===== src/rtl/dac2_pkg.sv =====
package dac2_pkg;

    typedef enum logic [1:0] {
        RX_IDLE  = 2'd0,
        RX_SHIFT = 2'd1,
        RX_FULL  = 2'd2
    } rx_state_t;

    localparam int NUM_CH = 2;

endpackage


===== src/rtl/dac2_sync.sv =====
// Two-stage synchronizer for a vector of asynchronous pins.
module dac2_sync #(
    parameter int          W       = 1,
    parameter logic [W-1:0] RST_VAL = '0
) (
    input  logic         clk,
    input  logic         rst_n,
    input  logic [W-1:0] async_i,
    output logic [W-1:0] lvl_o
);

    for (genvar b = 0; b < W; b++) begin : g_bit
        logic meta_q;
        logic stab_q;
        always_ff @(posedge clk or negedge rst_n) begin
            if (!rst_n) begin
                meta_q <= RST_VAL[b];
                stab_q <= RST_VAL[b];
            end else begin
                meta_q <= async_i[b];
                stab_q <= meta_q;
            end
        end
        assign lvl_o[b] = stab_q;
    end

endmodule


===== src/rtl/dac2_edge.sv =====
// Single-edge detector on a synchronized level; FALLING picks the polarity.
module dac2_edge #(
    parameter bit   FALLING = 1'b1,
    parameter logic RST_VAL = 1'b1
) (
    input  logic clk,
    input  logic rst_n,
    input  logic lvl_i,
    output logic edge_o
);

    logic prev_q;

    always_ff @(posedge clk or negedge rst_n) begin
        if (!rst_n) prev_q <= RST_VAL;
        else        prev_q <= lvl_i;
    end

    if (FALLING) begin : g_fall
        assign edge_o = prev_q & ~lvl_i;
    end else begin : g_rise
        assign edge_o = ~prev_q & lvl_i;
    end

endmodule


===== src/rtl/dac2_rx.sv =====
// Framed serial receiver: counts falling serial edges and emits one word.
module dac2_rx
    import dac2_pkg::*;
#(
    parameter int WORD_W = 16,
    parameter int DATA_W = 12,
    parameter int CH_BIT = 13
) (
    input  logic              clk,
    input  logic              rst_n,
    input  logic              sync_lvl_i,
    input  logic              sclk_fall_i,
    input  logic              sdata_lvl_i,
    output rx_state_t         state_o,
    output logic              done_o,
    output logic              ch_o,
    output logic [DATA_W-1:0] data_o
);

    localparam int CNT_W  = $clog2(WORD_W);
    localparam int CH_POS = WORD_W - 1 - CH_BIT;

    rx_state_t          state_q, state_d;
    logic [CNT_W-1:0]   cnt_q;
    logic [DATA_W-2:0]  shreg_q;
    logic               ch_q;
    logic               last_bit;

    assign last_bit = sclk_fall_i && (cnt_q == CNT_W'(WORD_W - 1));

    // state register
    always_ff @(posedge clk or negedge rst_n) begin
        if (!rst_n) state_q <= RX_IDLE;
        else        state_q <= state_d;
    end

    // next-state logic
    always_comb begin
        state_d = state_q;
        unique case (state_q)
            RX_IDLE:  if (!sync_lvl_i) state_d = RX_SHIFT;
            RX_SHIFT: begin
                if (sync_lvl_i)    state_d = RX_IDLE;
                else if (last_bit) state_d = RX_FULL;
            end
            RX_FULL:  if (sync_lvl_i) state_d = RX_IDLE;
            default:  state_d = RX_IDLE;
        endcase
    end

    // datapath and outputs
    always_ff @(posedge clk or negedge rst_n) begin
        if (!rst_n) begin
            cnt_q   <= '0;
            shreg_q <= '0;
            ch_q    <= 1'b0;
            done_o  <= 1'b0;
            ch_o    <= 1'b0;
            data_o  <= '0;
        end else begin
            done_o <= 1'b0;
            unique case (state_q)
                RX_IDLE: cnt_q <= '0;
                RX_SHIFT: begin
                    if (!sync_lvl_i && sclk_fall_i) begin
                        cnt_q   <= cnt_q + 1'b1;
                        shreg_q <= {shreg_q[DATA_W-3:0], sdata_lvl_i};
                        if (cnt_q == CNT_W'(CH_POS)) ch_q <= sdata_lvl_i;
                        if (last_bit) begin
                            done_o <= 1'b1;
                            ch_o   <= ch_q;
                            data_o <= {shreg_q, sdata_lvl_i};
                        end
                    end
                end
                RX_FULL: cnt_q <= '0;
                default: cnt_q <= '0;
            endcase
        end
    end

    assign state_o = state_q;

endmodule


===== src/rtl/dac2_regs.sv =====
// Input and output register pairs per channel, with clear and format mapping.
module dac2_regs
    import dac2_pkg::*;
#(
    parameter int DATA_W = 12
) (
    input  logic              clk,
    input  logic              rst_n,
    input  logic              clr_lvl_i,
    input  logic              load_lvl_i,
    input  logic              load_fall_i,
    input  logic              done_i,
    input  logic              ch_i,
    input  logic [DATA_W-1:0] data_i,
    input  logic              twos_i,
    output logic [DATA_W-1:0] code_o [NUM_CH]
);

    localparam logic [DATA_W-1:0] MSB_ONE = {1'b1, {(DATA_W-1){1'b0}}};

    logic [DATA_W-1:0] in_q  [NUM_CH];
    logic [DATA_W-1:0] out_q [NUM_CH];
    logic [DATA_W-1:0] in_d  [NUM_CH];

    for (genvar c = 0; c < NUM_CH; c++) begin : g_ch
        assign in_d[c] = (done_i && (ch_i == c[0])) ? data_i : in_q[c];

        always_ff @(posedge clk or negedge rst_n) begin
            if (!rst_n) begin
                in_q[c]  <= '0;
                out_q[c] <= '0;
            end else if (!clr_lvl_i) begin
                in_q[c]  <= '0;
                out_q[c] <= '0;
            end else begin
                in_q[c] <= in_d[c];
                if (done_i && !load_lvl_i) out_q[c] <= in_d[c];
                else if (load_fall_i)      out_q[c] <= in_q[c];
            end
        end

        assign code_o[c] = out_q[c] ^ (twos_i ? MSB_ONE : '0);
    end

endmodule


===== src/rtl/dac2_serial_front.sv =====
module dac2_serial_front
    import dac2_pkg::*;
#(
    parameter int WORD_W = 16,
    parameter int DATA_W = 12,
    parameter int CH_BIT = 13
) (
    input  logic              clk,
    input  logic              rst_n,
    input  logic              sclk_i,
    input  logic              sync_n_i,
    input  logic              sdata_i,
    input  logic              load_n_i,
    input  logic              clr_n_i,
    input  logic              twos_i,
    output logic [DATA_W-1:0] code_a_o,
    output logic [DATA_W-1:0] code_b_o
);

    localparam int NPIN = 5;
    localparam logic [NPIN-1:0] PIN_RST = 5'b01111;

    logic [NPIN-1:0]   pin_lvl;
    logic              sclk_lvl, sync_lvl, load_lvl, clr_lvl, sdata_lvl;
    logic              sclk_fall, load_fall, sync_rise;
    rx_state_t         rx_state;
    logic              word_done, word_ch;
    logic [DATA_W-1:0] word_data;
    logic [DATA_W-1:0] code [NUM_CH];

    dac2_sync #(.W(NPIN), .RST_VAL(PIN_RST)) u_sync (
        .clk     (clk),
        .rst_n   (rst_n),
        .async_i ({sdata_i, clr_n_i, load_n_i, sync_n_i, sclk_i}),
        .lvl_o   (pin_lvl)
    );

    assign {sdata_lvl, clr_lvl, load_lvl, sync_lvl, sclk_lvl} = pin_lvl;

    dac2_edge #(.FALLING(1'b1), .RST_VAL(1'b1)) u_sclk_edge (
        .clk (clk), .rst_n (rst_n), .lvl_i (sclk_lvl), .edge_o (sclk_fall)
    );

    dac2_edge #(.FALLING(1'b1), .RST_VAL(1'b1)) u_load_edge (
        .clk (clk), .rst_n (rst_n), .lvl_i (load_lvl), .edge_o (load_fall)
    );

    dac2_edge #(.FALLING(1'b0), .RST_VAL(1'b1)) u_sync_edge (
        .clk (clk), .rst_n (rst_n), .lvl_i (sync_lvl), .edge_o (sync_rise)
    );

    dac2_rx #(.WORD_W(WORD_W), .DATA_W(DATA_W), .CH_BIT(CH_BIT)) u_rx (
        .clk         (clk),
        .rst_n       (rst_n),
        .sync_lvl_i  (sync_lvl),
        .sclk_fall_i (sclk_fall),
        .sdata_lvl_i (sdata_lvl),
        .state_o     (rx_state),
        .done_o      (word_done),
        .ch_o        (word_ch),
        .data_o      (word_data)
    );

    dac2_regs #(.DATA_W(DATA_W)) u_regs (
        .clk         (clk),
        .rst_n       (rst_n),
        .clr_lvl_i   (clr_lvl),
        .load_lvl_i  (load_lvl),
        .load_fall_i (load_fall),
        .done_i      (word_done),
        .ch_i        (word_ch),
        .data_i      (word_data),
        .twos_i      (twos_i),
        .code_o      (code)
    );

    assign code_a_o = code[0];
    assign code_b_o = code[1];

endmodule


===== config.mk =====
export PLATFORM = sky130hd
export DESIGN_NAME = dac2_serial_front
export DESIGN_NICKNAME = d
export VERILOG_FILES = /design/src/rtl/dac2_pkg.sv /design/src/rtl/dac2_sync.sv /design/src/rtl/dac2_edge.sv /design/src/rtl/dac2_rx.sv /design/src/rtl/dac2_regs.sv /design/src/rtl/dac2_serial_front.sv
export SDC_FILE = /design/constraint.sdc
export NUM_CORES = 1
export LEC_CHECK = 0
export BUFFER_PORTS_ARGS = -buffer_cell sky130_fd_sc_hd__buf_2
export CAP_MARGIN = 20
export CORE_AREA = 10 10 104 106
export CTS_CLUSTER_DIAMETER = 60
export DETAILED_ROUTE_END_ITERATION = 6
export DIE_AREA = 0 0 114 116
export GPL_ROUTABILITY_DRIVEN = 0
export PLACE_DENSITY = 0.75
export SLEW_MARGIN = 10
export SYNTH_ARGS = -nofsm -noshare
export SYNTH_HDL_FRONTEND = slang
export SYNTH_SLANG_ARGS = --single-unit

===== constraint.sdc =====
create_clock -name clk -period 5.3 [get_ports clk]
set_input_delay 1.06 -clock clk [delete_from_list [all_inputs] [get_ports clk]]
set_output_delay 1.06 -clock clk [all_outputs]
set_load 0.01 [all_outputs]

Yosys cells after proc, flatten, opt, wreduce, memory -nomap -nowiden
Cells that the tools add are included.
Word-level totals
  register bits: 92
  bits of input ports: 8
  output and inout port bits: 24
  word-level logic and storage cells: 73
Cells by class
  add/subtract/negate cells: 1
  equality and inequality tests: 9
  multiplexer cells: 21
  bitwise logic cells: 7
  reduce and logical (&&, ||, !) cells: 12
Operators with widths (count)
  12-bit 2-to-1 mux: 11
  12-bit bitwise XOR: 2
  3-bit AND reduction: 3
  2-bit 2-to-1 mux: 4
  4-bit 2-to-1 mux: 2
  3-bit by 2-bit != test with 1-bit output (second input constant): 2
  2-bit case mux with 3 select lines: 1
  1-bit logical AND: 5
  4-bit by 1-bit adder with 4-bit output (second input constant): 1
  4-bit by 2-bit equality test with 1-bit output (second input constant): 1
  4-bit equality test (second input constant): 1
  2-bit != test (second input constant): 2
  1-bit 2-to-1 mux: 3
  1-bit inverter: 3
  1-bit bitwise AND: 2
  2-bit by 1-bit equality test with 1-bit output (second input constant): 1
  2-bit equality test (second input constant): 1
  1-bit logical NOT: 2
  2-bit logical NOT: 1
  2-bit by 1-bit != test with 1-bit output (second input constant): 1
  2-bit AND reduction: 1

Longest topological paths before layout
Gate-level depths: netlist (run 1).
  depth in word-level cells: 6
  depth in mapped cells: 5
  mapped depth without buffers: 5

Hierarchy
A second synthesis (run 1) with hierarchy kept.
Unflattened totals
  cells, all modules: 376
  area, all modules: 4180.3 um^2
By module, submodules not included
  dac2_regs: times used 1, cells an instance 272, area each 2488.6 um^2, sequential area each 1201.2 um^2
  dac2_rx: times used 1, cells an instance 85, area each 1313.8 um^2, sequential area each 800.8 um^2
  dac2_sync: times used 1, cells an instance 15, area each 297.8 um^2, sequential area each 260.2 um^2
  dac2_edge: times used 2, cells an instance 2, area each 40.0 um^2, sequential area each 26.3 um^2

Worst setup path before layout (run 1)
OpenSTA, ideal clock, no wires.
  path type: input-to-output
  start point: input twos_i
  end point: output code_a_o[11]
  data arrival time: 1.280 ns
  required time: 4.240 ns
  setup slack: 2.960 ns
  cell stages on the path: 1
  path buffers: 0
  path through: xor2_1
On the way
  word-level cells in the longest chain between the ends: 2
Ends and longest elaborated chain
  start: declaration: RTL line dac2_serial_front.sv:15  | input logic twos_i,
  12-bit 2-to-1 mux: RTL line dac2_regs.sv:42  | assign code_o[c] = out_q[c] ^ (twos_i ? MSB_ONE : '0);
  12-bit bitwise XOR: RTL line dac2_regs.sv:42
  end: declaration: RTL line dac2_serial_front.sv:16  | output logic [DATA_W-1:0] code_a_o,
No other way between the ends.

Final worst setup path (run 1)
Ends and elaborated chain as after synthesis.

==> results by stage, run 1 <==
Layout:
- The number of standard cells in the layout, taps in and fillers out is about 480.
- The area overhead of the layout relative to synthesis is 5.22%.
- The final layout contains about 380 nets.
- The core occupancy in the finished layout is between 50 and 60%.
- The repair_antennas step left the layout with diodes totalling 0.
- The ratio of cells with drive above 1 in the final layout is 23.8%.
- The area of all placed cells without fillers is 0.00452 mm2.
- The layout filler cell count is 776.

Floorplan:
- The starting density of the core is 49.5%.
- 32 I/O pins were placed.
- The die area is 0.0132 mm2.
- The standard cell core area is 0.00868 mm2.
- The width of the chip is 114 um.
- The initialized floorplan defines 34 standard-cell rows.
- The die span in y is about 120 um.

Clock tree:
- The total number of H-tree levels is 3.
- The longest clock path from root to sink contains 2 buffers.
- The clock tree root buffer cell is clkbuf_8.
- The total setup buffers inserted after CTS is 0.
- The clock latency on the worst-skew pair is roughly 0.35 ns.
- The total of hold buffers inserted after clock tree synthesis is 0.
- The CTS tree is done.
- Once the clock tree was built, the resizer swapped 0 gates to a different size.
- The post-CTS clock slew at the launch and capture registers of the worst setup and hold paths is roughly 0.090 ns.
- Counting every sink on the clock net gives 92.
- The number of clock buffers added by TritonCTS is 9.

Worst setup path:
- The signal on the critical path passes through buf_2 -> xor2_1 -> buf_2.
- The critical path launch point type is an input pin.
- On the critical path, the stage with the largest delay is an instance of xor2_1.
- At the worst endpoint, the required time is around 4.2 ns.
- In this design, the critical path's most frequently occurring cell is buf_2.
- The worst setup path is captured at a primary output.
- The worst setup path is of the in -> out kind.
- Along the worst path, the maximum fanout reaches 2.
- In this design, the stage delay of the slowest critical-path cell is ~0.14 ns.
- The worst endpoint data arrival time is approximately 1.5 ns.

Yosys:
- Summing the areas of all compound-gate instances in the mapped netlist gives 16.3% of the synthesized area.
- The post-synthesis cell type count is 38.
- Of the synthesized area, sequential elements account for 53.9%.
- The number of flip-flops and latches in the synthesized netlist is ~90.
- The average cell area after synthesis is ~12 um2.
- The cell accounting for the most synthesized area is dfrtp_1.
- Ranked by total cell area, the synthesized netlist is headed by dfrtp_1 48%, mux2_4 6.3%, dfstp_2 6.1%.
- For this run, the leading register cell type out of synthesis is dfrtp_1.
- The number of synthesis warnings is 0.
- The multiplexer area fraction after synthesis is approximately 14%.
- The basic-gate share of the synthesized area counting and, or, nand and nor cells is 7.90%.
- Of the total synthesized cell area, the portion taken by XOR and XNOR cells is less than 1%.
- For this run, asynchronously set or reset flops after synthesis account for 100%.
- The total nets after synthesis is between 300 and 400.
- The cell area that synthesis handed to floorplanning was 0.00429 mm2.
- In this run, synthesis inferred 0 flip-flops with an integrated enable.
- The combinational family with the most area after synthesis is compound AO/OA/AOI/OAI gates.
- The arithmetic-cell share of the synthesized area counting full adders, half adders and majority gates is 0.583%.
- The fraction of synthesized cell area taken by the top area cell type is between 40% and 50%.
- The count of mapped cells out of synthesis is roughly 370.

STA:
- The pin slew with the least headroom to its limit is ~1.0 ns.
- Subtracting the final worst setup slack from the clock period gives 2.52 ns.
- Setup total negative slack on the finished layout was measured at 0 ns.
- Across the routed clock network, the largest skew measured is 0.0176 ns.
- For this run, the top clock speed supported by timing is about 400 MHz.
- The final critical path takes up between 40% and 50% of the cycle.
- Setup repair after global routing left no endpoint under its margin.
- The final setup slack of the worst path is about 2.8 ns.
- Setup violations remaining at the end of the flow were counted as 0.
- The count of final hold-check violations is 0.
- The tightest hold path in the finished design has a slack of 0.360 ns.
- In this run the tightest slew margin relative to its limit is 32.1%.
- The max-slew violation count is 0.

Global routing:
- The number of global-route vias before repair was 2717.
- The first global-routing pass estimated around 14000 um of wire.
- Entering global routing, the biggest net connects 52 pins.
- The initial antenna violation count is 0.
- The total overflow left after global routing is 0.
- The aggregate global-route resource usage is roughly an eighth.

Drt:
- Dividing the detail-routed wire length by the instance count gives roughly 17 um.
- For this run, design rule violations remaining after detail routing come to 0.
- The first TritonRoute pass finished after 4 iterations.
- The violation count after the first detailed-route iteration is 124.
- The via count is 2653.
- After detailed routing, the total wire length is around 8100 um.
- The number of nets still failing antenna checks after routing is 0.
- In the routed layout, each cell is associated on average with a via count of approximately 5.5.

Power:
- The combinational share of power is 4.2%.
- The share of total power consumed by net switching is between 20% and 30%.
- Power comes to 1.27 mW.
- In this run the power density over the cells is 281 mW/mm2.
- The total leakage power is approximately 2.1 nW.
- The design internal power is between 0.9 and 1 mW.
- Sequential cells burn 58.7% of the power.
- The clock network burns a little under two fifths of the power.
- Across the VDD grid, the largest voltage drop is ~0.15 mV.
- The analysis attributes to net switching a power of ~0.3 mW.

Placed design:
- In this run, placement finished with an instance count of roughly 470.
- At the placement stage, the worst setup path has a slack of approximately 2.8 ns.
- After detailed placement, the total cell area comes to 0.00432 mm2.
- During placement, the flow inserted port buffers numbering 31.
- Detailed placement finished with a half-perimeter wire length of ~5300 um.

Run status:
- The flow ran to the end, and the final reports show no timing, DRC or antenna violations.

Job:
- The number of max-capacitance violations reported is 0.

Hold path:
- The worst hold path class is reg -> reg.
## power by group through the flow
stage	combinational [mW]	clock [mW]	sequential, mW
after floorplan	0.0381	0	0.747
after global placement	0.0539	0	0.757
after detailed placement	0.0550	0	0.757
after CTS	0.0551	0.483	0.744
after global routing	0.0601	0.509	0.748
final	0.0535	0.471	0.744
## final timing paths
check / endpoint / slack [ns] / startpoint / depth (start not counted)
worst max register to register: u_rx.data_o[1] / 2.99 / u_sclk_edge.prev_q / 3
min in group asynchronous: u_sync.g_bit[4].meta_q / 0.73 / rst_n / 1
worst max-delay path: code_a_o[11] / 2.78 / twos_i / 3
max in group asynchronous: u_sync.g_bit[3].stab_q / 3.55 / rst_n / 2
worst min register to register: u_sync.g_bit[0].stab_q / 0.36 / u_sync.g_bit[0].meta_q / 0
worst min-delay path: u_sync.g_bit[0].stab_q / 0.36 / u_sync.g_bit[0].meta_q / 0
## cells in the mapped netlist (2+ instances only)
cell	n
mux2i_1	23
nor2_1	3
mux2_4	18
xor2_1	2
nand2_1	50
o21a_1	2
inv_1	2
buf_4	22
ha_1	2
or3_1	2
nor2b_1	2
o21ai_0	2
a21o_1	24
dfrtp_1	82
dfstp_2	10
buf_6	2
nand2b_1	5
clkbuf_1	18
a21oi_1	27
buf_2	3
a211oi_1	23
a21boi_0	24
mux2_2	8
## final cells by class
type	instances	area, um2	share of cell area [%]
Clock inverter	7	73.8	1.63
Tap cell	108	135	2.99
Clock buffer	9	124	2.74
Sequential cell	92	2310	51.2
Multi-Input combinational cell	230	1680	37.2
Inverter	2	7.51	0.166
Timing Repair Buffer	34	180	3.99
## cells by family after synthesis
family                     after synthesis
buffers and inverters                   49
and+or+nand+nor                         73
muxes                                   49
DFF                                     92
adders and majority gates                2
AOI/OAI and AO/OA                      103
xor gates and xnor gates                 3
## flip-flops by register name, summed over array words and instances, names as in the netlist
name,flops
u_load_edge.prev_q,1
u_regs.in_q,24
u_regs.out_q,24
u_rx.ch_o,1
u_rx.ch_q,1
u_rx.cnt_q,4
u_rx.data_o,12
u_rx.done_o,1
u_rx.shreg_q,11
u_rx.state_o,2
u_sclk_edge.prev_q,1
u_sync.g_bit.meta_q,5
u_sync.g_bit.stab_q,5
## metal layers
layer / track usage [%] / vias up / wire [um]
li1: - / 1267 / -
met1: 17.2 / 1327 / 3730
met2: 20.6 / 50 / 3910
met3: 3.93 / 9 / 353
met4: 4.51 / 0 / 93
met5: 0 / - / 0
## layout by cell type (no fill, tap or decap), drive strengths merged, types with 10 or more instances in the layout
cell type  netlist  routed
a211oi          23      23
a21boi          24      24
a21o            24      24
a21oi           27      27
buf             29      34
dfrtp           82      82
dfstp           10      10
mux2            26      26
mux2i           23      23
nand2           50      50
## worst max-delay path, delay by kind of cell
family    cells  cell delay, ns
buf+inv       2            0.25
xor+xnor      1            0.14
No activity file was read; power rests on OpenSTA's default activity.
==> inputs of run 2 (changes only) <==
--- a/config.mk
+++ b/config.mk
@@ -12,7 +12,7 @@
 export DETAILED_ROUTE_END_ITERATION = 6
 export DIE_AREA = 0 0 114 116
 export GPL_ROUTABILITY_DRIVEN = 0
-export PLACE_DENSITY = 0.75
+export PLACE_DENSITY = 0.78
 export SLEW_MARGIN = 10
 export SYNTH_ARGS = -nofsm -noshare
 export SYNTH_HDL_FRONTEND = slang
==> constraint.sdc (replaced) <==
create_clock -name clk -period 2.2 [get_ports clk]
set_input_delay 0.44 -clock clk [delete_from_list [all_inputs] [get_ports clk]]
set_output_delay 0.44 -clock clk [all_outputs]
set_load 0.01 [all_outputs]
==> run 2 against run 1 <==
Sequential power rose by 140%. Wire length fell by 3.0%. Worst hold slack got worse by 0.26 ns. Die area did not move. Combinational power rose to 2.7 times the previous value. Critical path depth rose by 1. Non-clock buffer count rose by 8.
==> results by stage, run 2 (same netlist as run 1, synthesis figures left out) <==
Floorplan:
- The width of the chip is 114 um (unchanged).
- The number of core rows is 34 (unchanged).
- The starting density of the core is 49.5% (unchanged).
- The die area is 0.0132 mm2 (unchanged).
- The top-level port count is 32 (unchanged).
- The die span in y was 116 um (unchanged).
- The standard cell core area came to 0.00868 mm2 (unchanged).

Clock tree:
- The clock tree root buffer cell was clkbuf_8 (unchanged).
- The buffer levels on the longest clock path came to 2 (unchanged).
- The clock latency on the worst-skew pair is 0.37 ns (was 0.35 ns).
- The total clock buffers created by CTS is 9 (unchanged).
- The number of sinks on the clock net is 92 (unchanged).
- The total of hold buffers inserted after clock tree synthesis is 0 (unchanged).
- The total setup buffers inserted after CTS is 0 (unchanged).
- The count of instances resized after the clock tree is built is 0 (unchanged).
- The post-CTS clock slew at the launch and capture registers of the worst setup and hold paths was 0.09 ns (about the same).
- The CTS tree is done (unchanged).
- The total number of H-tree levels is 3 (unchanged).

Worst setup path:
- The maximum net fanout on the critical path is 14 (was 2).
- List of cells traversed by the critical path: or3b_1 -> nor3_4 -> buf_12 -> mux2_2 (was buf_2 -> xor2_1 -> buf_2).
- The endpoint type of the worst setup path is a flop (was primary output).
- The type of the worst setup path is reg -> reg (was in -> out).
- The critical path launch point type is a flop (was input pin).
- The worst endpoint data arrival time came to 2.19 ns (was 1.46 ns).
- The family with the most delay on the worst path was simple AND/OR/NAND/NOR gates (was buffers and inverters).
- The highest-delay cell along the critical path was dfstp_2 (was xor2_1).
- The endpoint required time on the critical path was 2.45 ns (was 4.24 ns).
- The number of buffer and inverter instances along the worst setup path is 1 (was 2).
- The biggest cell delay along the critical path is 0.53 ns (was 0.14 ns).

STA:
- Unrepaired setup endpoints after global routing: no (unchanged).
- The count of final hold-check violations is 0 (unchanged).
- The pin slew with the least headroom to its limit is 0.539 ns (was 1.02 ns).
- The max-slew violation count is 0 (unchanged).
- The maximum clock skew at final layout came to 0.00916 ns (was 0.0176 ns).
- The total setup violations reported at the end of the flow is 0 (unchanged).
- The post-route minimum period is around 1.9 ns.
- After layout, the worst path uses between 80% and 90% of the clock period.
- The remaining max-slew budget at the tightest pin was 64.0% (was 32.1%).
- The accumulated negative setup slack is 0 ns (unchanged).
- Static timing analysis puts the maximum clock frequency at 515 MHz.
- The minimum hold slack is 0.0998 ns (was 0.360 ns).

Power:
- The clock network fraction of design power was 39.4% (was 37.1%).
- The total leakage power is 2.20 nW (was 2.14 nW).
- The power density normalized to cell area is 688 mW/mm2 (was 281 mW/mm2).
- The share of total power consumed by net switching was 22.8% (was 23.5%).
- The combinational share of power is 4.6% (was 4.2%).
- The power dissipated by switching net loads came to 0.724 mW (was 0.298 mW).
- The design internal power is 2.46 mW (was 0.970 mW).
- The sequential share of power is 56.0% (was 58.7%).
- The maximum ir drop on the vdd rail is 0.273 mV (was 0.148 mV).

Layout:
- The ratio of cells with drive above 1 in the final layout is 25.4% (was 23.8%).
- Most used cells in the layout excluding fill and tap cells: 82 x dfrtp_1, 50 x nand2_1, 30 x buf_2, 27 x a21oi_1 (unchanged).
- Leading registers by flop count: u_regs.in_q (24), u_regs.out_q (24), u_rx.data_o (12) (unchanged).
- The final layout net count came to 387 (was 379).
- The footprint of the flip-flops and latches is 0.00231 mm2 (unchanged).
- The layout filler cell count came to 746 (was 776).
- The area overhead of the layout relative to synthesis came to 7.78% (was 5.22%).
- The total area of multi-input combinational cells is 0.00168 mm2 (unchanged).
- The area of all placed cells without fillers was 0.00463 mm2 (was 0.00452 mm2).
- The number of inserted diodes is 0 (unchanged).
- The leading cell type in the layout, fill and taps excluded is dfrtp_1 (unchanged).

Global routing:
- The initial antenna violation count came to 0 (unchanged).
- The total congestion overflow came to 0 (unchanged).
- The pin count of the biggest net entering global routing was 93 (was 52).
- The aggregate global-route resource usage is 12.7% (was 13.2%).
- The first-pass GRT wire length is 13400 um (was 14200 um).
- The number of global-route vias before repair came to 2747 (was 2717).

Placed design:
- The count of port buffers added during placement is 31 (unchanged).
- The placed cell area is 0.00441 mm2 (was 0.00432 mm2).
- The HPWL reported at the end of detailed placement is 5340 um (was 5330 um).

Drt:
- The vias per cell is 5.43 (was 5.50).
- The number of nets still failing antenna checks after routing is 0 (unchanged).
- The post-detailed-route wirelength per cell is 16.0 um (was 16.8 um).
- The via count is 2663 (was 2653).
- The detailed-route DRC error count is 0 (unchanged).
- The sum of routed wire length over all layers is 7850 um (was 8090 um).
- The violation count after the first detailed-route iteration is 145 (was 124).
- The first-pass detailed-route iteration total is 4 (unchanged).

Run status:
- Status: complete, no violations (unchanged).

Hold path:
- The worst hold path class was in -> async (was reg -> reg).

Job:
- The number of max-capacitance violations reported was 0 (unchanged).
## run 2: cell count changes in the layout (fill, tap and decap cells not counted)
cell	before	now
clkinv_4	1	2
buf_12	0	2
clkinv_2	2	1
buf_4	4	10
bufinv_16	1	2
inv_6	2	1
## run 2: power by group through the flow
stage	clock [mW]	sequential (mW)	combinational, mW
final	1.25	1.78	0.147
after global routing	1.35	1.79	0.164
after CTS	1.28	1.78	0.151
after detailed placement	0	1.81	0.151
after global placement	0	1.81	0.148
after floorplan	0	1.80	0.0919
## run 2: worst paths after layout
path,slack [ns],cells past startpoint,endpoint,from
max in group asynchronous,1.72,2,u_sync.g_bit[1].stab_q,rst_n
setup / recovery,0.26,4,u_rx.data_o[2],u_sclk_edge.prev_q
min in group clk,0.17,1,u_sync.g_bit[1].meta_q,sync_n_i
hold / removal,0.1,2,u_rx.state_o[0],rst_n
hold reg to reg,0.36,0,u_sync.g_bit[4].stab_q,u_sync.g_bit[4].meta_q
setup reg to reg,0.26,4,u_rx.data_o[2],u_sclk_edge.prev_q
## run 2: metrics by stage
stage,std cells,util (%),power [mW],worst slack [ns]
floorplan,371,-,1.89,0.323
global placement,474,50.8,1.96,0.297
detailed placement,474,50.8,1.97,0.268
CTS,490,53.3,3.22,0.247
global route,490,53.3,3.31,0.206
finish,490,53.3,3.18,0.259
## run 2: layer usage
metal	vias to the layer above	track usage, %	share of wire (%)
li1	1287	-	-
met1	1308	14.8	44
met2	55	20.7	48
met3	13	3.31	4.8
met4	0	7.35	2.3
met5	-	0	0
## run 2: layout make-up
| type | count | share of cell area [%] |
|---|---|---|
| Inverter | 2 | 0.162 |
| Multi-Input combinational cell | 230 | 36.4 |
| Clock buffer | 9 | 2.68 |
| Timing Repair Buffer | 42 | 5.73 |
| Sequential cell | 92 | 50.0 |
| Clock inverter | 7 | 2.14 |
| Tap cell | 108 | 2.92 |
==> inputs of run 3 (changes only) <==
--- a/config.mk
+++ b/config.mk
@@ -7,12 +7,12 @@
 export LEC_CHECK = 0
 export BUFFER_PORTS_ARGS = -buffer_cell sky130_fd_sc_hd__buf_2
 export CAP_MARGIN = 20
-export CORE_AREA = 10 10 104 106
+export CORE_AREA = 10 10 101 103
 export CTS_CLUSTER_DIAMETER = 60
 export DETAILED_ROUTE_END_ITERATION = 6
-export DIE_AREA = 0 0 114 116
+export DIE_AREA = 0 0 111 113
 export GPL_ROUTABILITY_DRIVEN = 0
-export PLACE_DENSITY = 0.78
+export PLACE_DENSITY = 0.82
 export SLEW_MARGIN = 10
 export SYNTH_ARGS = -nofsm -noshare
 export SYNTH_HDL_FRONTEND = slang
==> run 3 against run 2 <==
Sequential power about the same. Critical path type unchanged. Maximum frequency down 0.64%. Register-to-register slack about the same.
==> results by stage, run 3 (same netlist as run 1, synthesis figures left out) <==
Floorplan:
- The starting density of the core is 52.8% (was 49.5%).
- The die area is 0.0125 mm2 (was 0.0132 mm2).
- The die span in y came to 113 um (was 116 um).
- The top-level port count is 32 (unchanged).
- The number of core rows came to 33 (was 34).
- The width of the chip is 111 um (was 114 um).
- The standard cell core area was 0.00813 mm2 (was 0.00868 mm2).

Drt:
- The sum of routed wire length over all layers is 8120 um (was 7850 um).
- The first-pass detailed-route iteration total was 4 (unchanged).
- The detailed-route DRC error count is 0 (unchanged).
- The vias per cell is 5.51 (was 5.43).
- The violation count after the first detailed-route iteration came to 67 (was 145).
- The number of nets still failing antenna checks after routing is 0 (unchanged).
- The via count was 2690 (was 2663).
- The post-detailed-route wirelength per cell came to 16.6 um (was 16.0 um).

Global routing:
- The global routing usage on met2 is 22.1% (was 20.7%).
- The first-pass GRT wire length was 14000 um (was 13400 um).
- The pin count of the biggest net entering global routing is 48 (was 93).
- The busiest layer in global routing is met2 (unchanged).
- The global routing usage on met3 is 3.28% (was 3.31%).
- The initial antenna violation count is 0 (unchanged).
- The total congestion overflow is 0 (unchanged).
- The routing usage on met1 came to 16.1% (was 14.8%).
- The number of global-route vias before repair was 2799 (was 2747).
- The aggregate global-route resource usage is 13.4% (was 12.7%).

Layout:
- Most used cells in the layout excluding fill and tap cells: 82 x dfrtp_1, 50 x nand2_1, 30 x buf_2, 27 x a21oi_1 (unchanged).
- The ratio of cells with drive above 1 in the final layout was 25.6% (was 25.4%).
- The area of all placed cells without fillers is 0.00468 mm2 (was 0.00463 mm2).
- The leading cell type in the layout, fill and taps excluded is dfrtp_1 (unchanged).
- The area overhead of the layout relative to synthesis came to 9.03% (was 7.78%).
- The number of inserted diodes is 0 (unchanged).
- The final layout net count is 388 (was 387).
- Leading registers by flop count: u_regs.in_q (24), u_regs.out_q (24), u_rx.data_o (12) (unchanged).
- The layout filler cell count is 673 (was 746).

Clock tree:
- The CTS tree is done (unchanged).
- The number of sinks on the clock net is 92 (unchanged).
- The count of instances resized after the clock tree is built is 0 (unchanged).
- The post-CTS clock slew at the launch and capture registers of the worst setup and hold paths is 0.10 ns (was 0.09 ns).
- The total of hold buffers inserted after clock tree synthesis is 0 (unchanged).
- The total clock buffers created by CTS is 9 (unchanged).
- The clock latency on the worst-skew pair is 0.36 ns (was 0.37 ns).
- The total setup buffers inserted after CTS is 0 (unchanged).
- The total number of H-tree levels is 3 (unchanged).
- The clock tree root buffer cell is clkbuf_8 (unchanged).
- The buffer levels on the longest clock path came to 2 (unchanged).

STA:
- Unrepaired setup endpoints after global routing: no (unchanged).
- The post-route minimum period is 1.95 ns (was 1.94 ns).
- The remaining max-slew budget at the tightest pin came to 60.4% (was 64.0%).
- The pin slew with the least headroom to its limit was 0.594 ns (was 0.539 ns).
- The count of final hold-check violations is 0 (unchanged).
- The accumulated negative setup slack is 0 ns (unchanged).
- The total setup violations reported at the end of the flow is 0 (unchanged).
- The minimum hold slack is 0.0873 ns (was 0.0998 ns).
- The max-slew violation count is 0 (unchanged).
- The maximum clock skew at final layout came to 0.0198 ns (was 0.00916 ns).
- The maximum clock frequency is 512 MHz (was 515 MHz).
- The fraction of the cycle the final worst path needs is 88.8% (was 88.2%).

Run status:
- Status: complete, no violations (unchanged).

Job:
- The number of max-capacitance violations reported was 0 (unchanged).

Worst setup path:
- The type of the worst setup path is reg -> reg (unchanged).
- The capturing instance or port of the critical path was u_rx.data_o[1] (was u_rx.data_o[2]).
- The launch point of the worst reg-to-reg path is u_sclk_edge.prev_q (unchanged).
- The endpoint type of the worst setup path is a flop (unchanged).
- The highest-delay cell along the critical path is dfstp_2 (unchanged).
- The end of the worst register-to-register path was u_rx.data_o[1] (was u_rx.data_o[2]).
- The worst endpoint data arrival time is 2.19 ns (about the same).
- The family with the most delay on the worst path was simple AND/OR/NAND/NOR gates (unchanged).
- The endpoint required time on the critical path is 2.43 ns (was 2.45 ns).
- List of cells traversed by the critical path: or3b_1 -> nor3_4 -> buf_12 -> mux2_2 (unchanged).
- The critical path launch point type is a flop (unchanged).
- The maximum net fanout on the critical path came to 14 (unchanged).
- The slack of the worst reg-to-reg path was 0.25 ns (was 0.26 ns).
- The number of buffer and inverter instances along the worst setup path is 1 (unchanged).
- The biggest cell delay along the critical path is 0.53 ns (about the same).
- The depth of the critical timing path with buffers and inverters included was 4 (unchanged).
- The cell count of the worst reg-to-reg path was 4 (unchanged).
- The first element of the critical path is u_sclk_edge.prev_q (unchanged).

Placed design:
- The count of port buffers added during placement is 31 (unchanged).
- The HPWL reported at the end of detailed placement is 5490 um (was 5340 um).
- The placed cell area is 0.00441 mm2 (about the same).

Hold path:
- The worst hold path class is in -> async (unchanged).

Power:
- The maximum ir drop on the vdd rail is 0.425 mV (was 0.273 mV).
- The power density normalized to cell area is 732 mW/mm2 (was 688 mW/mm2).
- The total leakage power is 2.22 nW (was 2.20 nW).
==> run 3: changes by cell type in the layout (fill, tap and decap cells not counted), sizes merged <==
cell	previous run	this run
clkinv	3	0
bufinv	2	4
buf	42	43
clkbuf	9	10
clkinvlp	1	2
inv	3	2
==> run 3: per-stage QoR <==
stage	total power [mW]	instances	util, %	setup slack [ns]
after floorplan	1.89	371	-	0.323
after global placement	1.96	472	54.2	0.294
after detailed placement	1.97	472	54.2	0.243
after CTS	3.45	488	57.6	0.228
after global routing	3.55	488	57.6	0.156
final	3.43	488	57.6	0.247
==> run 3: layer usage <==
metal / wire length [um] / vias up
li1: - / 1287
met1: 3520 / 1337
met2: 4050 / 52
met3: 345 / 14
met4: 212 / 0
met5: 0 / -
==> run 3: worst min path at each step <==
stage                           start                     end  slack [ns]  cells after the start
2_1_floorplan                   rst_n          u_regs.in_q[0]        0.14                      0
3_3_place_gp   u_sync.g_bit[4].meta_q  u_sync.g_bit[4].stab_q        0.33                      0
3_5_place_dp   u_sync.g_bit[3].meta_q  u_sync.g_bit[3].stab_q        0.35                      0
4_1_cts                         rst_n         u_regs.in_q[17]        0.11                      1
5_1_grt                         rst_n         u_regs.in_q[17]        0.12                      1
6_report                        rst_n          u_rx.data_o[4]        0.09                      1
==> run 3: cell type report <==
type | count | area [um2] | area share [%]
sequential | 92 | 2310 | 49.4
inverter | 2 | 7.51 | 0.160
tap | 105 | 131 | 2.81
timing repair buffer | 43 | 273 | 5.83
multi-input combinational | 230 | 1680 | 35.9
clock buffer | 10 | 138 | 2.94
clock inverter | 6 | 135 | 2.89
==> run 3: power by group <==
part	switching, mW	total (mW)	internal (mW)
combinational	0.0794	0.150	0.0705
clock	0.593	1.49	0.900
sequential	0.0397	1.78	1.74
total	0.712	3.43	2.71
